### src/rtl/xirq_pkg.sv
// Shared definitions for the external interrupt conditioner.
// Assumes nothing beyond elaboration-time constant evaluation.
package xirq_pkg;

    // Inactive level of an active-low pin, used as reset preset.
    localparam logic PIN_IDLE = 1'b1;

    // Width of an index able to code n sources (at least one bit).
    function automatic int unsigned idx_bits(input int unsigned n);
        return (n <= 1) ? 1 : $clog2(n);
    endfunction

endpackage

### src/rtl/xirq_pin_detect.sv
// Retimes one active-low pin with two falling-edge flops and flags a
// 1-0-0 pattern over three consecutive retimed samples.
// Assumes: rst_n is synchronous and held for at least one falling edge.
// The output event is one clock period wide, launched from the falling edge.
module xirq_pin_detect
    import xirq_pkg::*;
(
    input  logic clk,
    input  logic rst_n,
    input  logic pin_n,
    output logic evt
);

    logic s1_q, s2_q, h1_q, h2_q;   // retime stages and sample history
    logic v1_q, v2_q;               // marks that s1/s2 hold real post-reset samples
    logic arm_q;                    // a genuine high sample has been seen

    // Retime the pin and shift the sample history on each falling edge.
    always_ff @(negedge clk) begin
        if (!rst_n) begin
            s1_q <= PIN_IDLE;
            s2_q <= PIN_IDLE;
            h1_q <= PIN_IDLE;
            h2_q <= PIN_IDLE;
        end else begin
            s1_q <= pin_n;
            s2_q <= s1_q;
            h1_q <= s2_q;
            h2_q <= h1_q;
        end
    end

    // Arm the detector once a real (not preset) high sample has been retimed.
    always_ff @(negedge clk) begin
        if (!rst_n) begin
            v1_q  <= 1'b0;
            v2_q  <= 1'b0;
            arm_q <= 1'b0;
        end else begin
            v1_q  <= 1'b1;
            v2_q  <= v1_q;
            arm_q <= arm_q | (v2_q & s2_q);
        end
    end

    // Event when the oldest sample is high and the two newer ones are low.
    always_comb evt = arm_q & h2_q & ~h1_q & ~s2_q;

    // a held low gives a single event cycle, never two in a row.
    a_r4_single_evt: assert property (@(negedge clk) disable iff (!rst_n)
        evt |=> !evt);

    // once armed the detector stays armed until reset.
    a_r3_arm_sticky: assert property (@(negedge clk) disable iff (!rst_n)
        arm_q |=> arm_q);

endmodule

### src/rtl/xirq_pending.sv
// Holds one pending flag per source. An event sets the flag; an
// acknowledge clears it; an event wins when both arrive together.
// Assumes: evt_i comes from falling-edge logic and is stable at rising edges.
module xirq_pending #(
    parameter int unsigned NSRC = 5
) (
    input  logic            clk,
    input  logic            rst_n,
    input  logic [NSRC-1:0] evt_i,
    input  logic [NSRC-1:0] ack_i,
    output logic [NSRC-1:0] pend_o
);

    logic [NSRC-1:0] pend_q;

    // Update pending flags: set on event, clear on acknowledge, set wins.
    always_ff @(posedge clk) begin
        if (!rst_n) pend_q <= '0;
        else        pend_q <= (pend_q & ~ack_i) | evt_i;
    end

    always_comb pend_o = pend_q;

    // every event seen at an edge is pending after it.
    a_r6_set_wins: assert property (@(posedge clk) disable iff (!rst_n)
        (|evt_i) |=> ((pend_q & $past(evt_i)) == $past(evt_i)));

    // an acknowledge without a coincident event clears the flag.
    a_r5_ack_clears: assert property (@(posedge clk) disable iff (!rst_n)
        (|(ack_i & ~evt_i)) |=> ((pend_q & $past(ack_i & ~evt_i)) == '0));

    // with neither event nor acknowledge the flags do not move.
    a_r5_hold: assert property (@(posedge clk) disable iff (!rst_n)
        (evt_i == '0 && ack_i == '0) |=> $stable(pend_q));

endmodule

### src/rtl/xirq_prio.sv
// Picks the lowest-numbered active source and reports its index.
// Assumes: bit 0 is the non-maskable source and so always wins.
module xirq_prio #(
    parameter int unsigned NSRC  = 5,
    parameter int unsigned IDX_W = 3
) (
    input  logic             clk,
    input  logic             rst_n,
    input  logic [NSRC-1:0]  act_i,
    output logic             vld_o,
    output logic [IDX_W-1:0] idx_o
);

    // Scan from the top so the lowest active index is the one left.
    always_comb begin
        idx_o = '0;
        for (int i = NSRC - 1; i >= 0; i--) begin
            if (act_i[i]) idx_o = IDX_W'(i);
        end
        vld_o = |act_i;
    end

    // a reported index always names an active source.
    a_r8_idx_active: assert property (@(posedge clk) disable iff (!rst_n)
        vld_o |-> act_i[idx_o]);

    // the non-maskable source, when active, is the one reported.
    a_r8_nmi_first: assert property (@(posedge clk) disable iff (!rst_n)
        act_i[0] |-> (vld_o && idx_o == '0));

    // nothing active means no request and a zero index.
    a_r8_idle_zero: assert property (@(posedge clk) disable iff (!rst_n)
        (act_i == '0) |-> (!vld_o && idx_o == '0));

endmodule

### src/rtl/xirq_wake.sv
// Raises a wake request from clock-stopped idle on any low pin. The set
// path is asynchronous; clearing waits for a clock edge outside idle.
// Assumes: idle_i only changes while the clock runs.
module xirq_wake #(
    parameter int unsigned NSRC = 5
) (
    input  logic            clk,
    input  logic            rst_n,
    input  logic            idle_i,
    input  logic [NSRC-1:0] pin_n,
    output logic            wake_o
);

    logic any_low;
    logic wake_q;

    // Any pin low while idle forms the clockless set term.
    always_comb any_low = idle_i & ~(&pin_n);

    // Set asynchronously from a pin; clear on a clock edge outside idle.
    always_ff @(posedge clk or posedge any_low) begin
        if (any_low)      wake_q <= 1'b1;
        else if (!rst_n)  wake_q <= 1'b0;
        else if (!idle_i) wake_q <= 1'b0;
    end

    always_comb wake_o = wake_q;

    // the request holds for as long as the core stays idle.
    a_r9_wake_hold: assert property (@(posedge clk) disable iff (!rst_n)
        (wake_q && idle_i) |=> wake_q);

    // no request while the core has been awake across an edge.
    a_r9_no_wake_awake: assert property (@(posedge clk) disable iff (!rst_n)
        (!idle_i && $past(!idle_i)) |-> !wake_q);

endmodule

### src/rtl/xirq_conditioner.sv
// Top of the external interrupt conditioner. One pin detector per source,
// per-source pending flags, mask gating of maskable lines, a priority
// encoder and the clockless wake path.
// Assumes: ext_irq_n[0] is the non-maskable pin; bit j of irq_mask_en
// enables ext_irq_n[j+1].
module xirq_conditioner
    import xirq_pkg::*;
#(
    parameter  int unsigned NUM_MASK = 4,
    localparam int unsigned NSRC     = NUM_MASK + 1,
    localparam int unsigned IDX_W    = idx_bits(NSRC)
) (
    input  logic                clk,
    input  logic                rst_n,
    input  logic [NSRC-1:0]     ext_irq_n,
    input  logic [NSRC-1:0]     irq_ack,
    input  logic [NUM_MASK-1:0] irq_mask_en,
    input  logic                idle_stop,
    output logic [NSRC-1:0]     irq_pend,
    output logic                irq_valid,
    output logic [IDX_W-1:0]    irq_index,
    output logic                wake_req
);

    logic [NSRC-1:0] evt;
    logic [NSRC-1:0] pend;
    logic [NSRC-1:0] act;

    // One retime-and-detect slice per pin.
    for (genvar g = 0; g < NSRC; g++) begin : g_pin
        xirq_pin_detect u_det (
            .clk   (clk),
            .rst_n (rst_n),
            .pin_n (ext_irq_n[g]),
            .evt   (evt[g])
        );
    end

    xirq_pending #(.NSRC(NSRC)) u_pend (
        .clk    (clk),
        .rst_n  (rst_n),
        .evt_i  (evt),
        .ack_i  (irq_ack),
        .pend_o (pend)
    );

    // Gate maskable flags by their enables; the non-maskable bit passes.
    always_comb act = pend & {irq_mask_en, 1'b1};

    xirq_prio #(.NSRC(NSRC), .IDX_W(IDX_W)) u_prio (
        .clk   (clk),
        .rst_n (rst_n),
        .act_i (act),
        .vld_o (irq_valid),
        .idx_o (irq_index)
    );

    xirq_wake #(.NSRC(NSRC)) u_wake (
        .clk    (clk),
        .rst_n  (rst_n),
        .idle_i (idle_stop),
        .pin_n  (ext_irq_n),
        .wake_o (wake_req)
    );

    always_comb irq_pend = pend;

    // a masked-off maskable source never produces a request by itself.
    a_r7_mask_gates: assert property (@(posedge clk) disable iff (!rst_n)
        (pend[0] == 1'b0 && (pend[NSRC-1:1] & irq_mask_en) == '0) |-> !irq_valid);

endmodule

### config.mk
export PLATFORM = sky130hd
export DESIGN_NAME = xirq_conditioner
export DESIGN_NICKNAME = d
export VERILOG_FILES = /design/src/rtl/xirq_pkg.sv /design/src/rtl/xirq_pin_detect.sv /design/src/rtl/xirq_pending.sv /design/src/rtl/xirq_prio.sv /design/src/rtl/xirq_wake.sv /design/src/rtl/xirq_conditioner.sv
export SDC_FILE = /design/constraint.sdc
export NUM_CORES = 1
export LEC_CHECK = 0
export BUFFER_PORTS_ARGS = -buffer_cell sky130_fd_sc_hd__buf_2
export CAP_MARGIN = 15
export CORE_ASPECT_RATIO = 1.75
export CORE_MARGIN = 1.5
export CORE_UTILIZATION = 45
export CTS_CLUSTER_SIZE = 40
export DETAILED_ROUTE_END_ITERATION = 7
export GPL_TIMING_DRIVEN = 1
export PLACE_DENSITY = 0.8
export SLEW_MARGIN = 20
export SYNTH_ARGS = -nofsm -noshare
export SYNTH_HDL_FRONTEND = slang
export SYNTH_SLANG_ARGS = --single-unit
### constraint.sdc
create_clock -name clk -period 0.9 [get_ports clk]
set_input_delay 0.045 -clock clk [delete_from_list [all_inputs] [get_ports clk]]
set_output_delay 0.045 -clock clk [all_outputs]
set_load 0.02 [all_outputs]
After elaboration in Yosys (flattened, before gate mapping)
Index checks and enable logic that the tools add are counted.
{"block": "totals", "inputBits": 17, "n_memories": 0, "romBits": 0, "register_bits": 33, "latch_bits": 0, "mem_bits_rw": 0}
{"block": "classes", "n_reduce_logical": 2, "n_mux": 8, "n_addsub": 0, "n_div": 0, "eq_ne": 1, "shifts": 0, "magnitude_cmp": 0, "n_mul": 0, "n_bitwise": 41}
{"operator": "$and 1x1->1", "n": 21}
{"operator": "$mux 3", "n": 5}
{"operator": "$not 1->1", "n": 11}
{"operator": "$and 5x5->5", "n": 2}
{"operator": "$not 5->5", "n": 1}
{"operator": "$or 1x1->1", "n": 5}
{"operator": "$or 5x5->5", "n": 1}
{"operator": "$reduce_and 5->1", "n": 1}
{"operator": "$reduce_or 5->1", "n": 1}
{"operator": "$mux 1", "n": 3}
{"operator": "$ne 2x2->1 const B", "n": 1}

Longest topological paths before layout
Gate-level depths: netlist of run 1.
{"block": "depth", "ltp_word": 6, "depth_mapped": 3}

Cells and area by module
From an unflattened synthesis of run 1, not the netlist that was laid out.
{"block": "unflattened", "hier_cells": 117, "hier_area_um2": 1312.5}
{"mod": "xirq_pin_detect", "seq_area_each_um2": 140.1, "area_each_um2": 196.4, "cells_per_inst": 17, "n_inst": 5}
{"mod": "xirq_pending", "seq_area_each_um2": 100.1, "area_each_um2": 206.4, "cells_per_inst": 15, "n_inst": 1}
{"mod": "xirq_wake", "seq_area_each_um2": 26.3, "area_each_um2": 50.0, "cells_per_inst": 5, "n_inst": 1}
{"mod": "xirq_prio", "seq_area_each_um2": 0.0, "area_each_um2": 48.8, "cells_per_inst": 8, "n_inst": 1}
{"mod": "xirq_conditioner", "seq_area_each_um2": 0.0, "area_each_um2": 25.0, "cells_per_inst": 4, "n_inst": 1}

==> impl_metrics.tcl, run 1 <==
set metrics [dict create \
    drt-pass1-iter-count 3 \
    synth.area.top_cells "dfxtp_1, nand2b_1, o32ai_1" \
    clk_pin_slew_ns 0.07 \
    die_w_um 39.9 \
    cp.arrival_ns 1.56 \
    cts_tree "done" \
    dp_hpwl_um 1330 \
    ir_drop_mv 1.45 \
    rows 23 \
    final_layout_size_suffix_gt1_frac 0.439 \
    yosysWarnings 0 \
    place_congestion 0.644 \
    cp_slowest_cell "dfxtp_2" \
    grt_usage 0.202 \
    post-route-drc-count 0 \
    synth_seq_area_share 0.621 \
    wirelength_um 2370 \
    place_area_mm2 0.00130 \
    clockBufferDepth 2 \
    max_stage_delay_ns 0.34 \
    final_nets 187 \
    syn_nets 118 \
    cts_sinks 33 \
    syn_inst 101 \
    p_leak_uw 0.000811 \
    io_buffers 26 \
    clk_latency_ns 0.36 \
    synthesis.area_mm2 0.00107 \
    rsz0062_at_grt "true" \
    end_kind "flip-flop" \
    start_kind "flip-flop" \
    finalWorstSetupSlack_ns -0.415 \
    ios 27 \
    status "finished with violations" \
    initial_core_util 0.472 \
    final_cell_area_mm2 0.00170 \
    post-place-ws_ns -0.367 \
    crit_family "flip-flops" \
    final_core_util 0.747 \
    hold_path_class "in -> reg" \
    clock_skew_ns 0.0668 \
    power_density_mw_per_mm2 2090 \
    cts_buffers 5 \
    synthDistinctLibCells 20 \
    drt-initial-drc-count 13 \
    slew_viol_final 0 \
    cap_violations 0 \
    synthToLayoutAreaGrowth_pct 58.2 \
    htreeDepth 2 \
    grt_pass1_wl_um 3530 \
    yosys.area.top_type "dfxtp_1" \
    yosysTopAreaCellShare 0.597 \
    avgSynthCellArea_um2 10.6 \
    synth_most_common_cell "dfxtp_1" \
    root_buffer "clkbuf_8" \
    cp_max_fo 3 \
    synth_flop_cell "dfxtp_1" \
    grt.overflow.total 0 \
    synth_edf_count 0 \
    critPathBufInv 0 \
    ys_ff_latch 33 \
    tightestPinTransition_ns 0.220 \
    routed_via_density 4.80 \
    grt_max_degree 34 \
    grt_pass1_vias 983 \
    yosys-top-cells-count "dfxtp_1, nand2b_1, nand2_1" \
    core_mm2 0.00227 \
    antenna_found_initial 0 \
    slew_headroom 0.854 \
    violations "setup timing" \
    postSynth.asyncResetShare 0.0303 \
    criticalPathCategory "reg -> reg" \
    cp.required_ns 1.14 \
    num_antenna_cells 0 \
    die_area_mm2 0.00270 \
    postRouteAntennaNets 0 \
    via_count 941 \
    die_y_um 67.6 \
    finalHoldViolCount 0 \
    worstPathCellList "o32ai_2 > and2_1" \
    setup-violations-final 14 \
    wl_per_cell_um 12.1 \
]
-- sequential cells by signal (all words and copies together), names as in the netlist --
register           count
g_pin.u_det.h1_q       5
g_pin.u_det.s1_q       5
g_pin.u_det.h2_q       5
u_wake.wake_o          1
u_pend.pend_o          5
g_pin.u_det.s2_q       5
g_pin.u_det.v2_q       1
g_pin.u_det.arm_q      5
g_pin.u_det.v1_q       1
-- area by class of cell --
type,instances,area (µm²)
Sequential cell,33,687
Multi-Input combinational cell,60,440
Clock inverter,28,106
Timing Repair Buffer,39,310
Tap cell,25,31.3
Inverter,4,15.0
Clock buffer,7,108
Fill cell,163,576
-- layer usage --
| layer | GRT usage | routed length (µm) |
|---|---|---|
| met5 | 0 | 0 |
| met4 | 0.164 | 70 |
| met3 | 0.0691 | 103 |
| met2 | 0.375 | 1380 |
| met1 | 0.141 | 813 |
-- worst register-to-register path, cell delays in order, from the launching register on --
cell	delay [ns]
dfxtp_2	0.34
o32ai_2	0.26
and2_1	0.15
-- kinds of logic after synthesis --
group | synth area share
compound gates | 0.0921
buf+inv | 0.0338
flops | 0.621
simple gates | 0.253
-- placed cells by master, fill, tap and decap left out, types with 2 or more instances in the layout --
master,instances
a21oi_1,4
a21oi_2,2
and2_1,5
and2b_1,4
buf_2,19
buf_4,3
buf_6,10
clkbuf_8,6
dfxtp_1,16
dfxtp_2,16
dlygate4sd3_1,6
inv_1,31
nand2_1,3
nand2_2,5
nand2b_1,20
nand3_1,2
nor2b_1,2
o32ai_2,4
-- metrics by stage --
stage	instances	total power, µW	hold WS [ns]	setup TNS, ns
after global placement	156	1890	0.0714	-3.15
after detailed placement	156	1890	0.0978	-3.46
after CTS	197	3550	0.0707	-3.37
final	196	3540	0.0646	-3.30
after floorplan	101	1820	-0.0406	-1.42
after global routing	196	3770	0.0628	-3.81
-- repair_timing --
item	in CTS	in global routing
hold endpoints to repair	1	0
buffers inserted	1	0
endpoints found under the setup margin	14	15
pin swaps	7	5
hold buffers	6	0
gates resized for setup	35	10
-- power breakdown --
group          leakage, µW  switching (µW)  total [µW]  internal (µW)
registers         0.000272            30.6        1560           1530
clock network     0.000203             866        1810            943
logic             0.000335            69.3         172            103
total             0.000811             966        3540           2570
-- final timing paths --
kind / from / to / slack [ns] / depth (start not counted)
max in group asynchronous: ext_irq_n[4] / u_wake.wake_o / 0.35 / 4
min reg2reg: g_pin[4].u_det.s1_q / g_pin[4].u_det.s2_q / 0.39 / 1
max: g_pin[4].u_det.s2_q / u_pend.pend_o[4] / -0.41 / 2
min in group asynchronous: idle_stop / u_wake.wake_o / 0.35 / 3
min: irq_ack[2] / u_pend.pend_o[2] / 0.06 / 3
max reg2reg: g_pin[4].u_det.s2_q / u_pend.pend_o[4] / -0.41 / 2
Note: power is estimated with default switching activity, not from simulation.
==> inputs of run 2 (changes only) <==
- PLACE_DENSITY: 0.8 -> 0.79
- SYNTH_HIERARCHICAL: not set -> 1
==> run 2 against run 1 <==
Compared with the run above: the flow still finishes with violations (setup timing); hold slack better by 0.031 ns; die area increased by 21%; synthesized cell count increased by 16%; largest cell class unchanged; clock skew hardly changed; global-route usage shrank 3.9 points; worst setup slack got worse by 0.069 ns; core utilization is 0.46 points lower; design area is 20% higher.
==> impl_metrics.tcl, run 2 <==
set metrics [dict create \
    io_buffers 26 \
    cts_buffers 5 \
    instances_no_fill 229 \
    synthToLayoutAreaGrowth_pct 55.7 \
    slew_viol_final 0 \
    synth_edf_count 0 \
    p_leak_uw 0.000979 \
    die_w_um 43.8 \
    mostFrequentLayoutCells "inv_1, dfxtp_1, nand2b_1, buf_2" \
    num_antenna_cells 0 \
    cp_max_fo 2 \
    wirelength_um 2550 \
    ys_ff_latch 41 \
    clkPwrFrac 0.466 \
    synth.area.top_cells "dfxtp_1, nand2b_1, nor2b_4" \
    ios 27 \
    antenna_found_initial 0 \
    start_kind "flip-flop" \
    die_area_mm2 0.00326 \
    final_layout_size_suffix_gt1_frac 0.490 \
    grt_pass1_vias 1048 \
    avgSynthCellArea_um2 11.2 \
    clockBufferDepth 2 \
    finalHoldViolCount 0 \
    yosysTopAreaCellShare 0.610 \
    rr_endpoint "u_pend/pend_o[3]" \
    final_cell_area_mm2 0.00204 \
    seq_area_um2 850 \
    htreeDepth 2 \
    rsz0062_at_grt "true" \
    synth_seq_area_share 0.630 \
    rrSetupSlack_ns -0.30 \
    power_frac_comb 0.050 \
    criticalPathCategory "reg -> out" \
    core_mm2 0.00275 \
    clock_skew_ns 0.0670 \
    clk_latency_ns 0.35 \
    routed_via_density 4.49 \
    tightestPinTransition_ns 0.245 \
    end_kind "output pin" \
    place_area_mm2 0.00163 \
    setup_tns_ns -3.39 \
    drt-pass1-iter-count 2 \
    cap_violations 0 \
    multi_input_area_um2 543 \
    synth_flop_cell "dfxtp_1" \
    slew_headroom 0.836 \
    via_count 1028 \
    p_int_uw 2920 \
    rr_startpoint "g_pin[3].u_det/arm_q" \
    clk_pin_slew_ns 0.08 \
    grt_usage 0.162 \
    n_fill_cell 193 \
    max_freq_ghz 0.722 \
    cts_sinks 41 \
    period_needed_ns 1.38 \
    ir_drop_mv 1.57 \
    syn_nets 134 \
    place_congestion 0.662 \
    yosys.area.top_type "dfxtp_1" \
    finalWorstSetupSlack_ns -0.484 \
    p_switching_uw 1070 \
    grt_pass1_wl_um 3920 \
    cp.required_ns 0.85 \
    final_common_cell "inv_1" \
    root_buffer "clkbuf_8" \
    timing.critical_path.from "u_pend/pend_o[2]" \
    initial_core_util 0.477 \
    fin_crit_sh 1.54 \
    cp.arrival_ns 1.34 \
    die_y_um 74.4 \
    post-route-drc-count 0 \
    synthesis.area_mm2 0.00131 \
    crit_end "irq_index[2]" \
    place_inst 186 \
    r2r.worst_path.cells 3 \
    drt-initial-drc-count 14 \
    synthDistinctLibCells 17 \
    syn_inst 117 \
    cts_tree "done" \
    wl_per_cell_um 11.1 \
    rows 25 \
    yosysWarnings 6 \
    final_nets 218 \
    setup-violations-final 12 \
    status "finished with violations" \
    power_density_mw_per_mm2 1950 \
    hold_path_class "in -> reg" \
    seqPwrFrac 0.484 \
    grt_max_degree 30 \
    yosys-top-cells-count "dfxtp_1, nand2b_1" \
    synth_most_common_cell "dfxtp_1" \
    postSynth.asyncResetShare 0.0244 \
    grt.overflow.total 0 \
    dp_hpwl_um 1640 \
    postRouteAntennaNets 0 \
    p_sw_frac 0.269 \
    violations "setup timing" \
]
==> run 2: cell count changes in the layout (fill, tap and decap cells not counted), sizes merged, moves of 4 or more <==
cell	delta
nor3	+6
o32ai	-4
and2b	-4
buf	+12
o21a	+4
and2	+5
dfxtp	+8
dlygate4sd3	-4
nor2b	+7
inv	+6
==> run 2: logic make-up after synthesis <==
kind of cell | after synthesis | share of synthesized area
AND/OR/NAND/NOR | 58 | 0.295
AO/OA/AOI/OAI | 12 | 0.0582
flip-flops | 41 | 0.630
buffers and inverters | 6 | 0.0172
==> run 2: area by class of cell <==
| type | count | area share |
|---|---|---|
| clock buffer | 6 | 0.0459 |
| tap | 27 | 0.0165 |
| timing repair buffer | 47 | 0.186 |
| sequential | 41 | 0.416 |
| inverter | 1 | 0.00184 |
| clock inverter | 37 | 0.0686 |
| multi-input combinational | 70 | 0.266 |
==> run 2: worst min-delay path by stage <==
| stage | from | endpoint | slack, ns | cells after the start |
|---|---|---|---|---|
| 3_3_place_gp | idle_stop | u_wake/wake_o | 0.05 | 2 |
| 6_report | irq_ack[0] | u_pend/pend_o[0] | 0.1 | 3 |
| 2_1_floorplan | idle_stop | u_wake/wake_o | -0.07 | 1 |
| 5_1_grt | irq_ack[0] | u_pend/pend_o[0] | 0.08 | 3 |
| 4_1_cts | irq_ack[1] | u_pend/pend_o[1] | 0.08 | 3 |
| 3_5_place_dp | idle_stop | u_wake/wake_o | 0.06 | 2 |
==> run 2: metrics by stage <==
stage               total power (µW)   util  worst slack [ns]  hold slack, ns
floorplan                       2280      -            -0.196         -0.0670
global placement                2390  0.592            -0.223          0.0516
detailed placement              2410  0.592            -0.263          0.0592
CTS                             4040  0.725            -0.476          0.0773
global route                    4270  0.742            -0.545          0.0846
finish                          3990  0.742            -0.484          0.0955
==> run 2: repair_timing <==
| item | in CTS | in global routing |
|---|---|---|
| hold endpoints to repair | 1 | 0 |
| pin swaps | 10 | 3 |
| gates resized for setup | 40 | 15 |
| endpoints found under the setup margin | 14 | 15 |
| hold buffers | 2 | 0 |
| setup buffers | 2 | 1 |
==> run 2: power groups by stage <==
| stage | Sequential, µW | Clock, µW | Combinational, µW |
|---|---|---|---|
| CTS | 1930 | 1920 | 197 |
| global route | 1930 | 2120 | 222 |
| detailed placement | 1950 | 275 | 181 |
| global placement | 1950 | 275 | 170 |
| finish | 1930 | 1860 | 201 |
| floorplan | 1940 | 275 | 62.4 |
==> run 2: critical path: stages (launching register included) <==
cell and delay (ns):
dfxtp_2 0.33, and2_4 0.15, nor4_4 0.29, and2_4 0.19
buf_6 0.11
==> run 2: metal layers <==
metal	track usage	wire length (µm)	share of wire	vias up
met1	0.138	906	0.36	458
met5	0	0	0	-
li1	-	-	-	537
met4	0.0741	26	0.010	0
met3	0.0437	101	0.040	2
met2	0.327	1520	0.59	31
